--- config.mk ---
export PLATFORM = sky130hd
export DESIGN_NAME = nsalarm_timer
export DESIGN_NICKNAME = d
export VERILOG_FILES = /design/src/rtl/nsat_pkg.sv /design/src/rtl/nsat_counter.sv /design/src/rtl/nsat_alarm.sv /design/src/rtl/nsalarm_timer.sv
export SDC_FILE = /design/constraint.sdc
export NUM_CORES = 1
export LEC_CHECK = 0
export BUFFER_PORTS_ARGS = -buffer_cell sky130_fd_sc_hd__buf_2
export CAP_MARGIN = 20
export CORE_MARGIN = 2
export CORE_UTILIZATION = 65
export DETAILED_ROUTE_END_ITERATION = 10
export GPL_TIMING_DRIVEN = 0
export HOLD_SLACK_MARGIN = 0.12
export PLACE_DENSITY = 0.89
export SLEW_MARGIN = 20
export SYNTH_ARGS = -nofsm -noshare
export SYNTH_HDL_FRONTEND = slang
export SYNTH_HIERARCHICAL = 1
export SYNTH_SLANG_ARGS = --single-unit
export TNS_END_PERCENT = 30
--- constraint.sdc ---
create_clock -name clk -period 4.47 [get_ports clk]
set_input_delay 0.447 -clock clk [delete_from_list [all_inputs] [get_ports clk]]
set_output_delay 0.447 -clock clk [all_outputs]
set_load 0.05 [all_outputs]
--- src/rtl/nsat_pkg.sv ---
package nsat_pkg;

   // word index = byte address bits [4:2]
   typedef enum logic [2:0] {
      WI_TIME_LO  = 3'd0,
      WI_TIME_HI  = 3'd1,
      WI_ALM_LO   = 3'd2,
      WI_ALM_HI   = 3'd3,
      WI_IRQ_EN   = 3'd4,
      WI_DISARM   = 3'd5,
      WI_ARMED    = 3'd6,
      WI_ACK      = 3'd7
   } word_idx_e;

   localparam int WORD_LSB = 2;
   localparam int MAP_BITS = 5;

endpackage

--- src/rtl/nsat_counter.sv ---
module nsat_counter #(
   parameter int DATA_W  = 32,
   parameter int STEP_NS = 1,
   localparam int CNT_W  = 2 * DATA_W
) (
   input  logic              clk,
   input  logic              rst,
   input  logic              capture,
   output logic [CNT_W-1:0]  cnt,
   output logic [DATA_W-1:0] held_hi
);

   localparam logic [CNT_W-1:0] STEP = CNT_W'(STEP_NS);

   always_ff @(posedge clk) begin
      if (rst) begin
         cnt     <= '0;
         held_hi <= '0;
      end else begin
         cnt <= cnt + STEP;
         if (capture) held_hi <= cnt[CNT_W-1:DATA_W];
      end
   end

endmodule

--- src/rtl/nsat_alarm.sv ---
module nsat_alarm #(
   parameter int DATA_W     = 32,
   parameter bit SIGNED_CMP = 1'b1,
   localparam int CNT_W     = 2 * DATA_W
) (
   input  logic              clk,
   input  logic              rst,
   input  logic [CNT_W-1:0]  cnt,
   input  logic [DATA_W-1:0] wdata,
   input  logic              stage_hi,
   input  logic              load_arm,
   input  logic              disarm,
   input  logic              ack,
   output logic              armed,
   output logic              pend
);

   logic [DATA_W-1:0] hi_stage;
   logic [CNT_W-1:0]  target;
   logic              reached;
   logic              fire;

   generate
      if (SIGNED_CMP) begin : g_scmp
         assign reached = $signed(cnt) >= $signed(target);
      end else begin : g_ucmp
         assign reached = cnt >= target;
      end
   endgenerate

   // a new arm or a disarm in the same cycle overrides the firing
   assign fire = armed && reached && !load_arm && !disarm;

   always_ff @(posedge clk) begin
      if (rst) begin
         hi_stage <= '0;
         target   <= '0;
         armed    <= 1'b0;
         pend     <= 1'b0;
      end else begin
         if (stage_hi) hi_stage <= wdata;
         if (load_arm) begin
            target <= {hi_stage, wdata};
            armed  <= 1'b1;
         end else if (disarm || fire) begin
            armed  <= 1'b0;
         end
         if (fire)     pend <= 1'b1;
         else if (ack) pend <= 1'b0;
      end
   end

endmodule

--- src/rtl/nsalarm_timer.sv ---
module nsalarm_timer #(
   parameter int DATA_W     = 32,
   parameter int ADDR_W     = 5,
   parameter int STEP_NS    = 1,
   parameter bit SIGNED_CMP = 1'b1
) (
   input  logic              clk,
   input  logic              rst,
   input  logic              bus_sel,
   input  logic              bus_wr,
   input  logic [ADDR_W-1:0] bus_addr,
   input  logic [DATA_W-1:0] bus_wdata,
   output logic [DATA_W-1:0] bus_rdata,
   output logic              irq
);
   import nsat_pkg::*;

   localparam int CNT_W = 2 * DATA_W;

   generate
      if (DATA_W < 8)          begin : g_bad_dw   $error("DATA_W below 8"); end
      if (ADDR_W < MAP_BITS)   begin : g_bad_aw   $error("ADDR_W too narrow for map"); end
      if (STEP_NS < 1)         begin : g_bad_step $error("STEP_NS must be positive"); end
   endgenerate

   logic [2:0]       widx;
   logic             hit;
   logic             rd_go, wr_go;
   logic [CNT_W-1:0] cnt;
   logic [DATA_W-1:0] held_hi;
   logic             armed, pend, en;
   logic             wr_lo, wr_hi, wr_disarm, wr_ack;

   assign widx  = bus_addr[WORD_LSB +: 3];
   generate
      if (ADDR_W > MAP_BITS) begin : g_upper
         assign hit = (bus_addr[ADDR_W-1:MAP_BITS] == '0);
      end else begin : g_noupper
         assign hit = 1'b1;
      end
   endgenerate

   assign rd_go     = bus_sel && !bus_wr && hit;
   assign wr_go     = bus_sel &&  bus_wr && hit;
   assign wr_lo     = wr_go && (widx == WI_ALM_LO);
   assign wr_hi     = wr_go && (widx == WI_ALM_HI);
   assign wr_disarm = wr_go && (widx == WI_DISARM);
   assign wr_ack    = wr_go && (widx == WI_ACK);

   nsat_counter #(.DATA_W(DATA_W), .STEP_NS(STEP_NS)) u_cnt (
      .clk     (clk),
      .rst     (rst),
      .capture (rd_go && (widx == WI_TIME_LO)),
      .cnt     (cnt),
      .held_hi (held_hi)
   );

   nsat_alarm #(.DATA_W(DATA_W), .SIGNED_CMP(SIGNED_CMP)) u_alm (
      .clk      (clk),
      .rst      (rst),
      .cnt      (cnt),
      .wdata    (bus_wdata),
      .stage_hi (wr_hi),
      .load_arm (wr_lo),
      .disarm   (wr_disarm),
      .ack      (wr_ack),
      .armed    (armed),
      .pend     (pend)
   );

   always_ff @(posedge clk) begin
      if (rst)                             en <= 1'b0;
      else if (wr_go && widx == WI_IRQ_EN) en <= bus_wdata[0];
   end

   always_comb begin
      bus_rdata = '0;
      if (rd_go) begin
         case (widx)
            WI_TIME_LO: bus_rdata = cnt[DATA_W-1:0];
            WI_TIME_HI: bus_rdata = held_hi;
            WI_IRQ_EN:  bus_rdata = {{(DATA_W-1){1'b0}}, en};
            WI_ARMED:   bus_rdata = {{(DATA_W-1){1'b0}}, armed};
            default:    bus_rdata = '0;
         endcase
      end
   end

   assign irq = pend && en;

endmodule

==> metrics <==
outcome=finished, final reports clean; WL/cell=19.7 um; Crit-path slowest cell=buf_1; Worst VDD drop=0.256 mV; global route overflow=0; clk sinks=195; cell area power density=308 nW/um2; HP Class=input port to flop; die area=16400 um2; CTS tree=yes; vias per std cell=6.40; Crit Path Class=input port to flop; initial antenna violation count=0; worst-margin pin slew=0.918 ns; Max Clk Rate=0.353 GHz; max_cap viols=0; post-synthesis register bit count=195; Period Utilization, post-route=0.633; total CTS buffers=17; Finish-stage setup viols=0; Root Buffer=clkbuf_16; syn avg cell area=8.79 um2; Yosys Warn Count=6; final net count=1328; Die H=128 um; endpoints failing hold=0; DRC viols=0; first-pass GRT wire length=43700 um; Async SR Flop Fraction=0; layout cell share with drive strength beyond 1=0.118; setup TNS=0 ns; Max FO, Critical Path=10; H-tree level count=4; Post-CTS Repair Setup Buffers=0; IO buf count=68; DP HPWL=19700 um; RSZ-0062 raised after global routing=false; max incr delay on CP=0.62 ns; Iter 0 DRT Violations=1305; Mapped Cells=1135; CP bufs+invs=4; gr usage total=0.343; syn_nets=1241; chip width=128 um; prevailing post-synth register cell=dfxtp_1; Post-Synthesis Cell Area=9970 um2; Syn-to-layout area delta=11.4%; CTS Buffer Depth=2; CP cell instances=clkbuf_8 -> nor3_4 -> buf_2 -> and3b_1 -> clkbuf_1 -> buf_1 -> mux2i_1 -> nor2_1; Unique masters post-synth=68; Rel. slew slack=0.388; largest net degree at the start of global routing=17; via count=9087; Clock Skew=0.00739 ns; gpl congestion=0.982; Crit path arrival time=3.13 ns; Post-CTS Hold Buffers=0; Worst-path clk slew=0.07 ns; Tmin final=2.83 ns; total wire length=27900 um; vias in the first global route=8399; # resized after CTS=0; Startpoint Class=input port; I/O pins=74; max-slew violations=0; Rows=45; DRT antenna net count=0; worst endpoint required time=4.77 ns; Crit path max-delay family=buffers and inverters; first-pass iteration count of the detailed router=6; clock latency on the worst-skew pair=0.44 ns; antenna cell count=0; starting density of the core=0.661; Seq/Total Area, Yosys=0.391; LEAKAGE=0.00398 uW; Critical Path Sink Type=flop; Core Area=15100 um2; number of synthesized flops with an enable pin=0; final hold slack=0.221 ns
==> through the flow <==
stage,instances,cell area (um2),utilization,power [uW],worst slack [ns]
after floorplan,1135,9970,-,1890,2.15
after global placement,1391,10500,0.699,1950,1.56
after detailed placement,1391,10500,0.699,1950,1.49
after CTS,1420,11100,0.737,3420,1.79
after global routing,1420,11100,0.737,3510,1.60
final,1420,11100,0.737,3430,1.64
==> worst reg2reg max path: stages, from the launching register on <==
cell      delay [ns]
dfxtp_1         0.58
ha_1            0.32
nand4_1         0.28
nor4b_4         0.48
nand3_2         0.31
clkbuf_1        0.32
o31ai_1         0.30
a21oi_1         0.10
==> worst paths after layout <==
path | cells past startpoint | endpoint | from | slack (ns)
worst max-delay path | 8 | u_cnt/held_hi[28]$_SDFFE_PP0P_ | bus_addr[3] | 1.64
worst min-delay path | 2 | en$_SDFFE_PP0P_ | rst | 0.22
worst max register to register | 7 | u_cnt/cnt[50]$_SDFF_PP0_ | u_cnt/cnt[0]$_SDFF_PP0_ | 1.66
worst min register to register | 2 | u_alm/target[9]$_SDFFE_PP0P_ | u_alm/target[9]$_SDFFE_PP0P_ | 0.50
==> layer usage <==
layer	part of all wire	up-vias	GRT usage	wire length [um]
met2	0.45	590	0.529	12500
li1	-	4157	-	-
met3	0.098	132	0.0722	2750
met1	0.41	4208	0.454	11300
met5	0	-	0	0
met4	0.048	0	0.184	1350
==> area by class of cell <==
type,count,area [um2]
Inverter,75,282
Clock buffer,21,460
Fill cell,1067,3980
Timing Repair Buffer,68,340
Tap cell,188,235
Buffer,62,302
Clock inverter,8,105
Multi-Input combinational cell,803,5490
Sequential cell,195,3900
==> power breakdown <==
group	switching (uW)	total, uW	internal [uW]
clock network	659	1500	846
registers	9.42	1760	1750
logic	109	165	56.5
total	777	3430	2650
==> registers in the layout (all words and copies together) (netlist names) <==
| name | cells |
|---|---|
| u_alm/target | 64 |
| u_cnt/cnt | 64 |
| u_alm/hi_stage | 32 |
| u_cnt/held_hi | 32 |
| en | 1 |
| u_alm/armed | 1 |
| u_alm/pend | 1 |
==> logic make-up after synthesis <==
kind of cell | count (synthesis) | share of synthesized area
DFF | 195 | 0.391
adders and majority gates | 65 | 0.0815
xor gates and xnor gates | 25 | 0.0220
and+or+nand+nor | 422 | 0.218
muxes | 131 | 0.132
AOI/OAI and AO/OA | 160 | 0.0967
buffers and inverters | 137 | 0.0585
==> synthesized netlist by cell type, types with 3 or more instances <==
library cell,count,area share
nand2_1,50,0.019
buf_6,3,0.0034
o21ai_0,31,0.016
and3_1,6,0.0038
a31o_2,3,0.0026
nor4_4,3,0.0064
inv_1,75,0.028
nand3_1,28,0.014
o31ai_1,10,0.0075
and4_1,8,0.0070
buf_2,13,0.0065
mux2i_1,130,0.13
clkbuf_2,5,0.0025
clkbuf_1,26,0.0098
xnor2_1,13,0.011
a21oi_1,67,0.034
dfxtp_1,195,0.39
a22oi_1,31,0.023
and2_1,3,0.0019
o211ai_1,3,0.0023
buf_1,12,0.0045
or3_1,23,0.014
nor3_1,12,0.0060
ha_1,65,0.082
xor2_1,12,0.011
nand4b_1,3,0.0026
or2_2,3,0.0019
nand4_1,34,0.021
nor4_1,8,0.0050
or4_1,8,0.0060
nor4b_1,3,0.0026
nor2_1,202,0.076
nor2b_1,4,0.0025
==> cell usage in the layout (no fill, tap or decap), types with 23 or more instances in the layout <==
master    count
buf_2        81
or3_1        23
nand4_1      34
nand3_1      28
nand2_1      50
a21oi_1      67
mux2i_1     130
o21ai_0      31
inv_1        75
dfxtp_1     195
clkbuf_1     28
a22oi_1      31
ha_1         65
nor2_1      202
Power figures use the tool's default switching activity.
